===== src/rtl/cbo_pkg.sv =====
package cbo_pkg;

    typedef enum logic [1:0] {
        OP_ZERO  = 2'd0,
        OP_CLEAN = 2'd1,
        OP_INVAL = 2'd2,
        OP_RSVD  = 2'd3
    } cbo_op_e;

    typedef enum logic [1:0] {
        PRV_USER  = 2'd0,
        PRV_SUPER = 2'd1,
        PRV_RSVD  = 2'd2,
        PRV_MACH  = 2'd3
    } priv_e;

    typedef enum logic [4:0] {
        CAUSE_NONE        = 5'd0,
        CAUSE_ILLEGAL     = 5'd2,
        CAUSE_STORE_FAULT = 5'd7,
        CAUSE_VIRT        = 5'd22
    } cause_e;

    typedef struct packed {
        logic   fault;
        cause_e cause;
    } perm_res_t;

    // Pick the enable bit that belongs to a request kind.
    function automatic logic op_enable(input logic [2:0] en, input cbo_op_e op);
        case (op)
            OP_ZERO:  return en[0];
            OP_CLEAN: return en[1];
            OP_INVAL: return en[2];
            default:  return 1'b0;
        endcase
    endfunction

endpackage


===== src/rtl/cbo_perm_gate.sv =====
module cbo_perm_gate
    import cbo_pkg::*;
(
    input  cbo_op_e    op,
    input  priv_e      priv,
    input  logic       virt,
    input  logic [2:0] m_en,
    input  logic [2:0] h_en,
    input  logic [2:0] s_en,
    output perm_res_t  res
);
    logic m_ok, h_ok, s_ok;

    always_comb begin
        m_ok = op_enable(m_en, op);
        h_ok = op_enable(h_en, op);
        s_ok = op_enable(s_en, op);
        res  = '{fault: 1'b0, cause: CAUSE_NONE};
        // Ordered tiers: the first hit decides the cause.
        if (op == OP_RSVD) begin
            res = '{fault: 1'b1, cause: CAUSE_ILLEGAL};
        end else if (priv != PRV_MACH && !m_ok) begin
            res = '{fault: 1'b1, cause: CAUSE_ILLEGAL};
        end else if (virt && ((priv <= PRV_SUPER && !h_ok) ||
                              (priv == PRV_USER && !s_ok))) begin
            res = '{fault: 1'b1, cause: CAUSE_VIRT};
        end else if (priv == PRV_USER && !s_ok) begin
            res = '{fault: 1'b1, cause: CAUSE_ILLEGAL};
        end
    end

endmodule


===== src/rtl/cbo_zero_seq.sv =====
module cbo_zero_seq #(
    parameter int ADDR_W      = 32,
    parameter int BLOCK_BYTES = 64,
    parameter int WORD_BYTES  = 4
) (
    input  logic              clk,
    input  logic              rst,
    input  logic              start,
    input  logic [ADDR_W-1:0] start_addr,
    output logic              busy,
    output logic              wvalid,
    input  logic              wready,
    input  logic              fault,
    output logic [ADDR_W-1:0] waddr,
    output logic              fin,
    output logic              abort
);
    localparam int BEATS   = BLOCK_BYTES / WORD_BYTES;
    localparam int BEAT_W  = (BEATS > 1) ? $clog2(BEATS) : 1;
    localparam int WORD_SH = $clog2(WORD_BYTES);
    localparam logic [ADDR_W-1:0] BLK_MASK  = ~ADDR_W'(BLOCK_BYTES - 1);
    localparam logic [BEAT_W-1:0] LAST_BEAT = BEAT_W'(BEATS - 1);

    logic [BEAT_W-1:0] beat;
    logic [ADDR_W-1:0] base;
    logic              last;
    logic              take;

    assign wvalid = busy;
    assign last   = (beat == LAST_BEAT);
    assign take   = busy && wready;
    assign fin    = take && !fault && last;
    assign abort  = take && fault;
    assign waddr  = base + (ADDR_W'(beat) << WORD_SH);

    always_ff @(posedge clk) begin
        if (rst) begin
            busy <= 1'b0;
            beat <= '0;
            base <= '0;
        end else if (start && !busy) begin
            busy <= 1'b1;
            beat <= '0;
            base <= start_addr & BLK_MASK;
        end else if (take) begin
            if (fault || last) begin
                busy <= 1'b0;
            end else begin
                beat <= beat + 1'b1;
            end
        end
    end


    word_aligned_chk: assert property (@(posedge clk) disable iff (rst)
        wvalid |-> ((waddr & ADDR_W'(WORD_BYTES - 1)) == '0));


    beat_step_chk: assert property (@(posedge clk) disable iff (rst)
        (take && !fault && !last) |=> (wvalid && waddr == $past(waddr) + ADDR_W'(WORD_BYTES)));


    stall_hold_chk: assert property (@(posedge clk) disable iff (rst)
        (wvalid && !wready) |=> (wvalid && $stable(waddr)));


    stop_after_last_chk: assert property (@(posedge clk) disable iff (rst)
        fin |=> !wvalid);

endmodule


===== src/rtl/cbo_engine.sv =====
module cbo_engine
    import cbo_pkg::*;
#(
    parameter int ADDR_W      = 32,
    parameter int BLOCK_BYTES = 64,
    parameter int WORD_BYTES  = 4
) (
    input  logic                    clk,
    input  logic                    rst,
    input  logic                    req_valid,
    output logic                    req_ready,
    input  logic [1:0]              req_op,
    input  logic [ADDR_W-1:0]       req_addr,
    input  logic [1:0]              req_priv,
    input  logic                    req_virt,
    input  logic [2:0]              menv_en,
    input  logic [2:0]              henv_en,
    input  logic [2:0]              senv_en,
    input  logic                    probe_rd_ok,
    input  logic                    probe_wr_ok,
    output logic                    mem_wvalid,
    input  logic                    mem_wready,
    output logic [ADDR_W-1:0]       mem_waddr,
    output logic [8*WORD_BYTES-1:0] mem_wdata,
    input  logic                    mem_fault,
    output logic                    done,
    output logic                    exc_valid,
    output logic [4:0]              exc_cause
);
    cbo_op_e   op_in;
    priv_e     priv_in;
    perm_res_t perm;
    logic      accept, busy, start, seq_fin, seq_abort;
    logic      maint_ok, maint_bad;
    logic      done_d, exc_d;
    cause_e    cause_d, cause_q;

    assign op_in   = cbo_op_e'(req_op);
    assign priv_in = priv_e'(req_priv);

    cbo_perm_gate perm_i (
        .op   (op_in),
        .priv (priv_in),
        .virt (req_virt),
        .m_en (menv_en),
        .h_en (henv_en),
        .s_en (senv_en),
        .res  (perm)
    );

    assign req_ready = !busy;
    assign accept    = req_valid && req_ready;
    assign start     = accept && !perm.fault && op_in == OP_ZERO;
    assign maint_ok  = accept && !perm.fault && op_in != OP_ZERO && (probe_rd_ok || probe_wr_ok);
    assign maint_bad = accept && !perm.fault && op_in != OP_ZERO && !(probe_rd_ok || probe_wr_ok);

    cbo_zero_seq #(
        .ADDR_W      (ADDR_W),
        .BLOCK_BYTES (BLOCK_BYTES),
        .WORD_BYTES  (WORD_BYTES)
    ) seq_i (
        .clk        (clk),
        .rst        (rst),
        .start      (start),
        .start_addr (req_addr),
        .busy       (busy),
        .wvalid     (mem_wvalid),
        .wready     (mem_wready),
        .fault      (mem_fault),
        .waddr      (mem_waddr),
        .fin        (seq_fin),
        .abort      (seq_abort)
    );

    assign mem_wdata = '0;

    always_comb begin
        done_d  = seq_fin || maint_ok;
        exc_d   = (accept && perm.fault) || maint_bad || seq_abort;
        cause_d = CAUSE_NONE;
        if (accept && perm.fault) begin
            cause_d = perm.cause;
        end else if (maint_bad || seq_abort) begin
            cause_d = CAUSE_STORE_FAULT;
        end
    end

    always_ff @(posedge clk) begin
        if (rst) begin
            done      <= 1'b0;
            exc_valid <= 1'b0;
            cause_q   <= CAUSE_NONE;
        end else begin
            done      <= done_d;
            exc_valid <= exc_d;
            cause_q   <= cause_d;
        end
    end

    assign exc_cause = cause_q;


    mach_tier_first_chk: assert property (@(posedge clk) disable iff (rst)
        (accept && req_priv != 2'd3 && req_op != 2'd3 && !op_enable(menv_en, op_in))
        |=> (exc_valid && exc_cause == 5'd2));


    mach_never_gated_chk: assert property (@(posedge clk) disable iff (rst)
        (accept && req_priv == 2'd3 && req_op != 2'd3)
        |=> !(exc_valid && exc_cause != 5'd7));


    fault_abort_chk: assert property (@(posedge clk) disable iff (rst)
        (mem_wvalid && mem_wready && mem_fault)
        |=> (!mem_wvalid && exc_valid && exc_cause == 5'd7 && !done));


    single_outcome_chk: assert property (@(posedge clk) disable iff (rst)
        !(done && exc_valid));


    quiet_cause_chk: assert property (@(posedge clk) disable iff (rst)
        !exc_valid |-> exc_cause == 5'd0);


    busy_not_ready_chk: assert property (@(posedge clk) disable iff (rst)
        mem_wvalid |-> !req_ready);


    reset_state_chk: assert property (@(posedge clk)
        rst |=> (req_ready && !mem_wvalid && !done && !exc_valid));

endmodule


===== config.mk =====
export PLATFORM = sky130hd
export DESIGN_NAME = cbo_engine
export DESIGN_NICKNAME = d
export VERILOG_FILES = /design/src/rtl/cbo_pkg.sv /design/src/rtl/cbo_perm_gate.sv /design/src/rtl/cbo_zero_seq.sv /design/src/rtl/cbo_engine.sv
export SDC_FILE = /design/constraint.sdc
export NUM_CORES = 1
export LEC_CHECK = 0
export BUFFER_PORTS_ARGS = -buffer_cell sky130_fd_sc_hd__clkbuf_2
export CAP_MARGIN = 20
export CORE_MARGIN = 3
export CORE_UTILIZATION = 39
export CTS_CLUSTER_SIZE = 24
export DETAILED_ROUTE_END_ITERATION = 10
export GPL_TIMING_DRIVEN = 0
export PLACE_DENSITY = 0.74
export SLEW_MARGIN = 20
export SYNTH_ARGS = -nofsm -noshare
export SYNTH_HDL_FRONTEND = slang
export SYNTH_SLANG_ARGS = --single-unit
export TNS_END_PERCENT = 30

===== constraint.sdc =====
create_clock -name clk -period 1.57 [get_ports clk]
set_input_delay 0.314 -clock clk [delete_from_list [all_inputs] [get_ports clk]]
set_output_delay 0.314 -clock clk [all_outputs]
set_load 0.1 [all_outputs]

After elaboration in Yosys (flattened, before gate mapping)
Index checks and enable logic that the tools add are counted. Widths: inputs -> output; s select.

Memory bits (read-only): 0. Memories: 0. RAM bits: 0. Input port bits: 53. Word-level logic and storage cells: 65. Output and inout port bits: 73. Register bits after elaboration: 38. Bits in latches: 0.

Equal/unequal tests: 5. Reduce and logical (&&, ||, !) cells: 38. Shift operators: 0. $add $sub $neg: 2. Divide/modulo/power cells: 0. Multipliers: 0. Multiplexer cells: 12. Bitwise logic cells: 1. $lt $le $gt $ge: 1.

Operator list (number): $add 32x6->32 (1); $mux 6 (4); $logic_and 1x1->1 (16); $pmux 1 s3 (3); $logic_not 1->1 (7); $logic_or 1x1->1 (7); $reduce_bool 2->1 (3); $mux 5 (1); $add 4x1->4 const B (1); $eq 2x2->1 const B (2); $eq 4x4->1 const B (1); $logic_not 2->1 (2); $reduce_and 2->1 (2); $mux 1 (3); $mux 3 (1); $eq 2x1->1 const B (1); $le 2x1->1 const B (1); $ne 2x2->1 const B (1); $reduce_or 2->1 (1); $not 1->1 (1).

Depth between registers and ports, before layout
Gate-level depths: netlist of the first run.

Word-level depth: 16. Gate-level depth with buffers: 7. Gate-level depth less buffers: 6.

Hierarchy
From an unflattened synthesis of the first run, not the netlist that was laid out.

Cell total of the unflattened synthesis: 237. Area total of the unflattened synthesis: 1909.3 sq um.

Modules (own cells, without submodules): cbo_zero_seq (sequential area each 620.6 sq um, cells each 148, area each 1201.2 sq um, instances 1); cbo_engine (sequential area each 140.1 sq um, cells each 62, area each 511.7 sq um, instances 1); cbo_perm_gate (sequential area each 0.0 sq um, cells each 27, area each 196.4 sq um, instances 1).

Worst setup path before layout of the first run
Ideal clock, no wire load.

Path type: reg2reg. Start: register seq_i.busy. End: register seq_i.busy. Required time: 1.513 ns. Path buffers: 0. Arrival: 2.120 ns. Stages on the path, launching flop included: 4. Setup slack: -0.606 ns. Library setup time: 0.057 ns. Clock period less this slack: 2.176 ns. Cells stage by stage: dfxtp_1 -> inv_1 -> a21oi_1 -> o21ba_2.

Longest elaborated chain between the ends: 7. Elaborated cells between the ends (all ways): 10. Classes of those cells: 1 x mux; 9 x reduce/logical.

Ends and longest elaborated chain: from (decl) (RTL line cbo_zero_seq.sv:10) `output logic busy,`; from (signal assigned) (RTL line cbo_zero_seq.sv:38) `busy <= 1'b0;`; from (signal assigned) (RTL line cbo_zero_seq.sv:42) `busy <= 1'b1;`; from (signal assigned) (RTL line cbo_zero_seq.sv:47) `busy <= 1'b0;`; $logic_not 1->1 * (RTL line cbo_engine.sv:51) `assign req_ready = !busy;`; named net req_ready (RTL line cbo_engine.sv:11) `output logic req_ready,`; $logic_and 1x1->1 (RTL line cbo_engine.sv:52) `assign accept = req_valid && req_ready;`; $logic_and 1x1->1 (2 in a row) (RTL line cbo_engine.sv:53) `assign start = accept && !perm.fault && op_in == OP_ZERO;`; $logic_and 1x1->1 * (RTL line cbo_zero_seq.sv:41) `end else if (start && !busy) begin`; $reduce_bool 2->1 (no line); $reduce_and 2->1 (no line).

Mark *: on every way through the listed nets, which the timed path passes. The rest lies on a longest branch. A chain may end at the register's enable or synchronous reset.

Worst setup path in the final report of the first run
Start: register seq_i.busy. End: output port req_ready.

Longest elaborated chain between the ends: 1.

Ends and longest elaborated chain (RTL line): $logic_not 1->1 (cbo_engine.sv:51); to (decl) (cbo_engine.sv:11).

No other way between the ends.

==> results of run 1 <==
## synthesized netlist by cell type (all sizes together), types with 2 or more instances
library cell	instances
buf	40
nor3	4
nand3	3
nand4	2
nand3b	2
xor2	2
inv	2
a21oi	4
nor2	6
nand2	2
dfxtp	37
nand2b	55
clkbuf	6
nor2b	2
mux2i	29
o21a	2
o21ai	4
## how the worst min path moves through the flow
stage,slack (ns),depth (start not counted),endpoint,start
after detailed placement,0.47,2,seq_i.base[18]$_SDFFE_PP0P_,seq_i.base[18]$_SDFFE_PP0P_
after floorplan,0.47,2,seq_i.base[10]$_SDFFE_PP0P_,req_addr[10]
after global routing,0.27,3,seq_i.base[20]$_SDFFE_PP0P_,req_addr[20]
final,0.27,3,seq_i.base[23]$_SDFFE_PP0P_,req_addr[23]
after global placement,0.46,2,seq_i.base[23]$_SDFFE_PP0P_,seq_i.base[23]$_SDFFE_PP0P_
after CTS,0.26,3,seq_i.base[23]$_SDFFE_PP0P_,req_addr[23]
## cells by family (layout without fill, tap and decap cells)
| logic type | after synthesis | in the layout | share of synthesized area, % |
|---|---|---|---|
| buf+inv | 48 | 138 | 16.6 |
| fa+ha+maj | 1 | 1 | 0.601 |
| xor+xnor | 3 | 3 | 1.26 |
| simple gates | 79 | 79 | 23.8 |
| compound gates | 18 | 18 | 7.39 |
| mux | 30 | 30 | 14.7 |
| other cells | 1 | 35 | 0.180 |
| flops | 37 | 37 | 35.6 |
## power by group through the flow
stage          clock (uW)  combinational [uW]  sequential [uW]
6_report              796                 855              967
5_1_grt               870                 894              970
4_1_cts               827                 854              967
3_5_place_dp            0                 853              989
3_3_place_gp            0                 850              989
2_1_floorplan           0                 581             1150
## through the flow
| stage | cells | utilization (%) | total power (uW) | hold slack (ns) | TNS, ns |
|---|---|---|---|---|---|
| 2_1_floorplan | 251 | - | 1730 | 0.469 | 0 |
| 3_3_place_gp | 400 | 55.1 | 1840 | 0.458 | -4.66 |
| 3_5_place_dp | 400 | 55.1 | 1840 | 0.467 | -5.68 |
| 4_1_cts | 408 | 57.4 | 2650 | 0.256 | 0 |
| 5_1_grt | 408 | 57.5 | 2730 | 0.273 | 0 |
| 6_report | 408 | 57.5 | 2620 | 0.268 | 0 |
## flip-flops by register name, indices dropped and copies added (netlist names)
| register | flops |
|---|---|
| seq_i.base | 26 |
| seq_i.beat | 4 |
| done | 1 |
| exc_valid | 1 |
| exc_cause | 4 |
| seq_i.busy | 1 |
## layer usage
| layer | up-vias | wire length (um) | track usage [%] |
|---|---|---|---|
| li1 | 900 | - | - |
| met5 | - | 0 | 0 |
| met1 | 742 | 1950 | 16.5 |
| met4 | 0 | 28 | 3.09 |
| met2 | 65 | 2100 | 23.8 |
| met3 | 4 | 358 | 4.31 |
## cell type report
type | count | area [sq um] | area share (%)
multi-input combinational | 166 | 1130 | 39.9
sequential | 37 | 754 | 26.5
timing repair buffer | 82 | 410 | 14.4
buffer | 46 | 338 | 11.9
tap | 67 | 83.8 | 2.95
clock buffer | 5 | 68.8 | 2.42
clock inverter | 3 | 41.3 | 1.45
inverter | 2 | 11.3 | 0.396
## worst register-to-register path, stage by stage, from the launching register on
cell	delay, ns
dfxtp_4	0.36
ha_1	0.20
nand3_1	0.12
nor2b_2	0.25
nand4_1	0.14
xor2_1	0.17
nor3_2	0.05
==> reports/metrics.cfg, run 1 <==
[timing]
timing.fmax_mhz=672
fin_crit_ns=1.49
slew_violations=0
layout_setup_ws_ns=0.0826
fin_crit_sh_pct=94.7
worst_pin_slew_ns=0.555
setup_viol=0
rsz0062_at_grt=false
relSlewSlack_pct=63.2
hold_viol=0
finClkSkew_ns=0.00411

[flow_run]
maxCapViolations=0

[yosys]
syn_area_per_cell_sq_um=9.60
yosysSeqAreaShare_pct=35.6
async_reset_ff_share_pct=0
synth_top_area_cell=dfxtp_1
netlist.area_leader.share_pct=35.6
synth.area.top_cells=dfxtp_1 36%, nand2b_1 17%, mux2i_1 14%
syn-instance-count=217
syn-cell-area_sq_um=2080
synth.distinct_cells=35
synth_flop_cell=dfxtp_1
synth_seq_cells=37
yosysWarnings=0
synth-edff-count=0

[critical_path]
cp_num_buf_inv=2
arrival_ns=1.17
reg2reg_depth=6
cp_slowest_cell=clkbuf_2
max_stage_delay_ns=0.45
critical_path.startpoint=seq_i.busy$_SDFFE_PP0P_
crit_type=flop to output pin
crit_chain=clkinvlp_4, clkbuf_2
r2r_slack_ns=0.16
r2r-start=seq_i.beat[0]$_SDFFE_PP0P_
critical_path.endpoint=req_ready
cp.required_ns=1.26
critical_path.top_delay_family=buffers and inverters
end_kind=output pin
r2r-end=seq_i.beat[3]$_SDFFE_PP0P_
startpoint_type=flop
path_depth=2
crit_fanout=6

[clock_network]
cts_htree_levels=2
path_clk_slew_ns=0.07
cts_post_setup_buffers_inserted=0
cts_num_sinks=37
clockBufferDepth=2
hold_buffers=0
clk_latency_ns=0.28
cts_tree=built
cts-root-buf=clkbuf_8
cts_resized=0
cts-buffers-inserted=5

[route]
wl_per_cell_um=10.9
drt_iter0_drc=34
drt_wl_total_um=4440
drt-pass1-iter-count=4
num_vias=1711
avgViaCountPerCell=4.19
drc_errors=0
ant_nets=0

[floorplanning]
die_y_um=79.1
die_area_sq_um=6250
io_pins=126
coreArea_sq_um=4940
start_util_pct=42.2
die_x_um=79.1
rows=25

[pwr]
switching_share_pct=38.1
seq_power_share_pct=36.9
vdd.ir_drop.worst_v=0.000450
power_frac_comb_pct=32.7
switchingPower_uw=998
powerDensity_nw_per_um2=921
p_clk_share_pct=30.4
p_leak_uw=0.00135
p_int_uw=1620

[place]
dpl-instance-area_sq_um=2730
preCtsSetupSlack_ns=-0.218
gp_congestion=0.767
port_buffers=82
hpwl_um=3600

[grt]
grt_pass1_vias=1564
grt_max_degree=13
gr-usage-all-layers_pct=13.7
grt_overflow_total=0
grt_pass1_wl_um=6880
antenna_found_initial=0

[layout]
fin_nets=394
area_delta_synth_final_pct=36.5
drive_above_1_share_pct=42.8
mostFrequentLayoutCells=82 x clkbuf_2, 55 x nand2b_1, 36 x buf_4
stdcell_area_sq_um=2840
fill_cells=480
diodes=0
mostFrequentLayoutCell=clkbuf_2

[outcome]
status=complete, no violations

[min_path]
holdCritPathClass=input port to flop

Note: power is estimated with default switching activity, not from simulation.
==> run 2: changes to the inputs <==
==> constraint.sdc (replaced) <==
create_clock -name clk -period 1.57 [get_ports clk]
set_input_delay 0.2355 -clock clk [delete_from_list [all_inputs] [get_ports clk]]
set_output_delay 0.2355 -clock clk [all_outputs]
set_load 0.1 [all_outputs]
==> run 2 against run 1 <==
Compared with the run above:
- wire length about the same
- hold slack worse by 0.079 ns
- clock power barely moved
- clock-buffer cell count did not move
- critical path type is now flop to flop
- largest cell class unchanged
==> reports/metrics.cfg, run 2 (synthesis results as in run 1) <==
[route]
num_vias=1711
drc_errors=0
drt_iter0_drc=34
drt-pass1-iter-count=4
ant_nets=0
wl_per_cell_um=10.9
avgViaCountPerCell=4.19
drt_wl_total_um=4440

[outcome]
status=complete, no violations

[floorplanning]
coreArea_sq_um=4940
start_util_pct=42.2
die_y_um=79.1
rows=25
die_area_sq_um=6250
io_pins=126
die_x_um=79.1

[min_path]
hold_path_depth=3
hp-start=req_addr[23]
holdCritPathClass=input port to flop
holdPathEnd=seq_i.base[23]$_SDFFE_PP0P_

[critical_path]
end_kind=flop
critical_path.startpoint=seq_i.beat[0]$_SDFFE_PP0P_
max_stage_delay_ns=0.36
cp.required_ns=1.73
r2r-start=seq_i.beat[0]$_SDFFE_PP0P_
r2r-end=seq_i.beat[3]$_SDFFE_PP0P_
startpoint_type=flop
r2r_slack_ns=0.16
cp_slowest_cell=dfxtp_4
reg2reg_depth=6
arrival_ns=1.57
crit_type=flop to flop
crit_chain=ha_1, nand3_1, nor2b_2, nand4_1, xor2_1, nor3_2
crit_fanout=4

[place]
gp_congestion=0.767
port_buffers=82
dpl-instance-area_sq_um=2730
hpwl_um=3600

[grt]
grt_overflow_total=0
gr-usage-all-layers_pct=13.7
grt_max_degree=13
grt_pass1_vias=1564
grt_pass1_wl_um=6880
antenna_found_initial=0

[timing]
timing.setup.tns_ns=0
rsz0062_at_grt=false
worst_pin_slew_ns=0.555
slew_violations=0
timing.fmax_mhz=708
hold_viol=0
fin_hold_ws_ns=0.190
relSlewSlack_pct=63.2
finClkSkew_ns=0.00411
setup_viol=0
fin_crit_sh_pct=90.0
fin_crit_ns=1.41

[clock_network]
cts-buffers-inserted=5
path_clk_slew_ns=0.07
cts-root-buf=clkbuf_8
cts_num_sinks=37
cts_htree_levels=2
cts_tree=built
cts_post_setup_buffers_inserted=0
clk_latency_ns=0.28
clockBufferDepth=2

[layout]
fin_nets=394
mostFrequentLayoutCells=82 x clkbuf_2, 55 x nand2b_1, 36 x buf_4
diodes=0
area_delta_synth_final_pct=36.5
largest_register=seq_i.base
largest_register_ffs=26
mostFrequentLayoutCell=clkbuf_2
stdcell_area_sq_um=2840
drive_above_1_share_pct=42.8

[pwr]
powerDensity_nw_per_um2=921
vdd.ir_drop.worst_v=0.000450
p_leak_uw=0.00135

[flow_run]
maxCapViolations=0

[run 2: repair_timing]
action	in CTS	in global routing
endpoints found under the setup margin	0	1
resized for setup	0	1
hold buffers	0	0
[run 2: power by group]
part	internal [uW]	total, uW	switching, uW
Combinational	196	855	659
Sequential	956	967	11.2
Clock	467	796	328
Total	1620	2620	998
[run 2: metrics by stage]
| stage | utilization [%] | std cells | power, uW | setup slack (ns) |
|---|---|---|---|---|
| floorplan | - | 251 | 1730 | 0.0541 |
| global placement | 55.1 | 400 | 1840 | -0.106 |
| detailed placement | 55.1 | 400 | 1840 | -0.139 |
| CTS | 57.4 | 408 | 2650 | 0.0448 |
| global route | 57.5 | 408 | 2730 | 0.0272 |
| finish | 57.5 | 408 | 2620 | 0.157 |
[run 2: how the worst max path moves through the flow]
stage                                  endpoint  slack, ns
global placement    seq_i.base[11]$_SDFFE_PP0P_      -0.11
finish               seq_i.beat[3]$_SDFFE_PP0P_       0.16
CTS                     exc_cause[2]$_SDFF_PP0_       0.04
detailed placement  seq_i.base[15]$_SDFFE_PP0P_      -0.14
global route            exc_cause[2]$_SDFF_PP0_       0.03
floorplan            seq_i.beat[3]$_SDFFE_PP0P_       0.05
[run 2: cell type report]
cell class | instances | area, sq um
buffer | 46 | 338
clock buffer | 5 | 68.8
clock inverter | 3 | 41.3
fill | 480 | 2100
inverter | 2 | 11.3
multi-input combinational | 166 | 1130
sequential | 37 | 754
tap | 67 | 83.8
timing repair buffer | 82 | 410
[run 2: per-layer routing]
layer	wire length [um]	GRT usage, %
met1	1950	16.5
met2	2100	23.8
met4	28	3.09
met5	0	0
met3	358	4.31
[run 2: critical path: cells and delay by family (launching register included)]
| family | cells | cell delay (ns) |
|---|---|---|
| xor gates and xnor gates | 1 | 0.17 |
| DFF | 1 | 0.36 |
| adders and majority gates | 1 | 0.20 |
| and+or+nand+nor | 4 | 0.56 |
==> run 3: changes to the inputs <==
CORE_MARGIN = not set   (was 3)
==> run 3 against run 2 <==
Compared with the run above:
- hold slack worse by 0.0020 ns
- largest cell class unchanged
- cell count is 0.74% higher
- combinational power hardly changed
- critical path type unchanged
- largest power group unchanged
- clock power is 15% lower
- critical path depth is 1 lower
- non-clock buffer count stayed put
- register-to-register slack hardly changed
==> reports/metrics.cfg, run 3 (synthesis results as in run 1) <==
[outcome]
status=complete, no violations

[route]
ant_nets=0
drt_iter0_drc=27
avgViaCountPerCell=4.14
drt-pass1-iter-count=4
wl_per_cell_um=10.0
num_vias=1702
drt_wl_total_um=4110
drc_errors=0

[timing]
layout_setup_ws_ns=0.155
finClkSkew_ns=0.00698
rsz0062_at_grt=false
relSlewSlack_pct=63.6
timing.fmax_mhz=707
fin_crit_ns=1.42
fin_crit_sh_pct=90.1
slew_violations=0
fin_hold_ws_ns=0.188
worst_pin_slew_ns=0.548
setup_viol=0
timing.setup.tns_ns=0
hold_viol=0

[floorplanning]
start_util_pct=40.5
io_pins=126
rows=26
die_area_sq_um=5640
die_x_um=75.1
coreArea_sq_um=5140
die_y_um=75.1

[layout]
fin_nets=394
fin_util_pct=55.0
area_delta_synth_final_pct=35.7
drive_above_1_share_pct=42.5
final_cells=411
largest_register=seq_i.base
diodes=0
largest_register_ffs=26
mostFrequentLayoutCells=82 x clkbuf_2, 55 x nand2b_1, 36 x buf_4
mostFrequentLayoutCell=clkbuf_2

[grt]
gr-usage-all-layers_pct=14.9
grt_overflow_total=0
grt_max_degree=12
antenna_found_initial=0
grt_pass1_vias=1497
grt_pass1_wl_um=6380

[critical_path]
r2r_slack_ns=0.15
crit_chain=nand2b_1, o41ai_2, nand2b_1, o21a_1, a21boi_0
reg2reg_depth=5
crit_fanout=6
end_kind=flop
cp_slowest_cell=dfxtp_4
critical_path.top_delay_family=compound AO/OA/AOI/OAI gates
cp.required_ns=1.77
crit_type=flop to flop
arrival_ns=1.62
startpoint_type=flop
max_stage_delay_ns=0.37
cp_num_buf_inv=0
cp_common_cell=nand2b_1
path_depth=5

[clock_network]
cts_num_sinks=37
cts_htree_levels=2
path_clk_slew_ns=0.07
cts_tree=built
cts-root-buf=clkbuf_8
cts-buffers-inserted=5
hold_buffers=0
clockBufferDepth=2
clk_latency_ns=0.28

[pwr]
vdd.ir_drop.worst_v=0.000434
p_leak_uw=0.00135
powerDensity_nw_per_um2=883

[flow_run]
maxCapViolations=0

[place]
post-place-cells=403
port_buffers=82
hpwl_um=3190
preCtsSetupSlack_ns=-0.146
gp_congestion=0.741

[min_path]
hold_path_depth=3
holdCritPathClass=input port to flop

## run 3: cell types whose count changed in the layout (fill, tap and decap cells not counted), sizes merged
cell | before | now
bufinv | 1 | 0
clkinvlp | 2 | 1
clkbuf | 93 | 96
clkinv | 1 | 0
## run 3: final cells by class
type	count	area, sq um
Fill cell	495	2310
Multi-Input combinational cell	166	1130
Sequential cell	37	754
Timing Repair Buffer	82	410
Buffer	46	338
Clock buffer	8	90.1
Tap cell	70	87.6
Inverter	2	11.3
## run 3: repair_timing
action                     CTS  global route
setup endpoints to repair    0             1
buffers inserted             0             0
gates resized for setup      0             1
## run 3: worst paths after layout
kind	startpoint	to
setup / recovery	seq_i.busy$_SDFFE_PP0P_	exc_cause[2]$_SDFF_PP0_
hold / removal	req_addr[12]	seq_i.base[12]$_SDFFE_PP0P_
setup reg to reg	seq_i.busy$_SDFFE_PP0P_	exc_cause[2]$_SDFF_PP0_
hold reg to reg	seq_i.base[30]$_SDFFE_PP0P_	seq_i.base[30]$_SDFFE_PP0P_
## run 3: power by group
part           leakage [uW]  switching (uW)  total (uW)  internal (uW)
combinational      0.000997             658         855            196
sequential         0.000303            10.9         967            956
clock             0.0000455             316         674            358
## run 3: metal layers
metal | vias to the layer above | routed length, um | GRT usage [%]
met2 | 74 | 1960 | 25.2
li1 | 894 | - | -
met5 | - | 0 | 0
met1 | 727 | 1730 | 17.5
met3 | 7 | 350 | 4.82
met4 | 0 | 63 | 5.66
## run 3: metrics by stage
| step | area [sq um] | power, uW |
|---|---|---|
| 6_report | 2830 | 2500 |
| 2_1_floorplan | 2230 | 1730 |
| 3_3_place_gp | 2730 | 1840 |
| 5_1_grt | 2830 | 2600 |
| 3_5_place_dp | 2730 | 1840 |
| 4_1_cts | 2820 | 2520 |
## run 3: tightest hold or removal path, delay by kind of cell
| family | cells | cell delay [ns] |
|---|---|---|
| AND/OR/NAND/NOR | 1 | 0.05 |
| buffers and inverters | 1 | 0.08 |
| multiplexers | 1 | 0.06 |
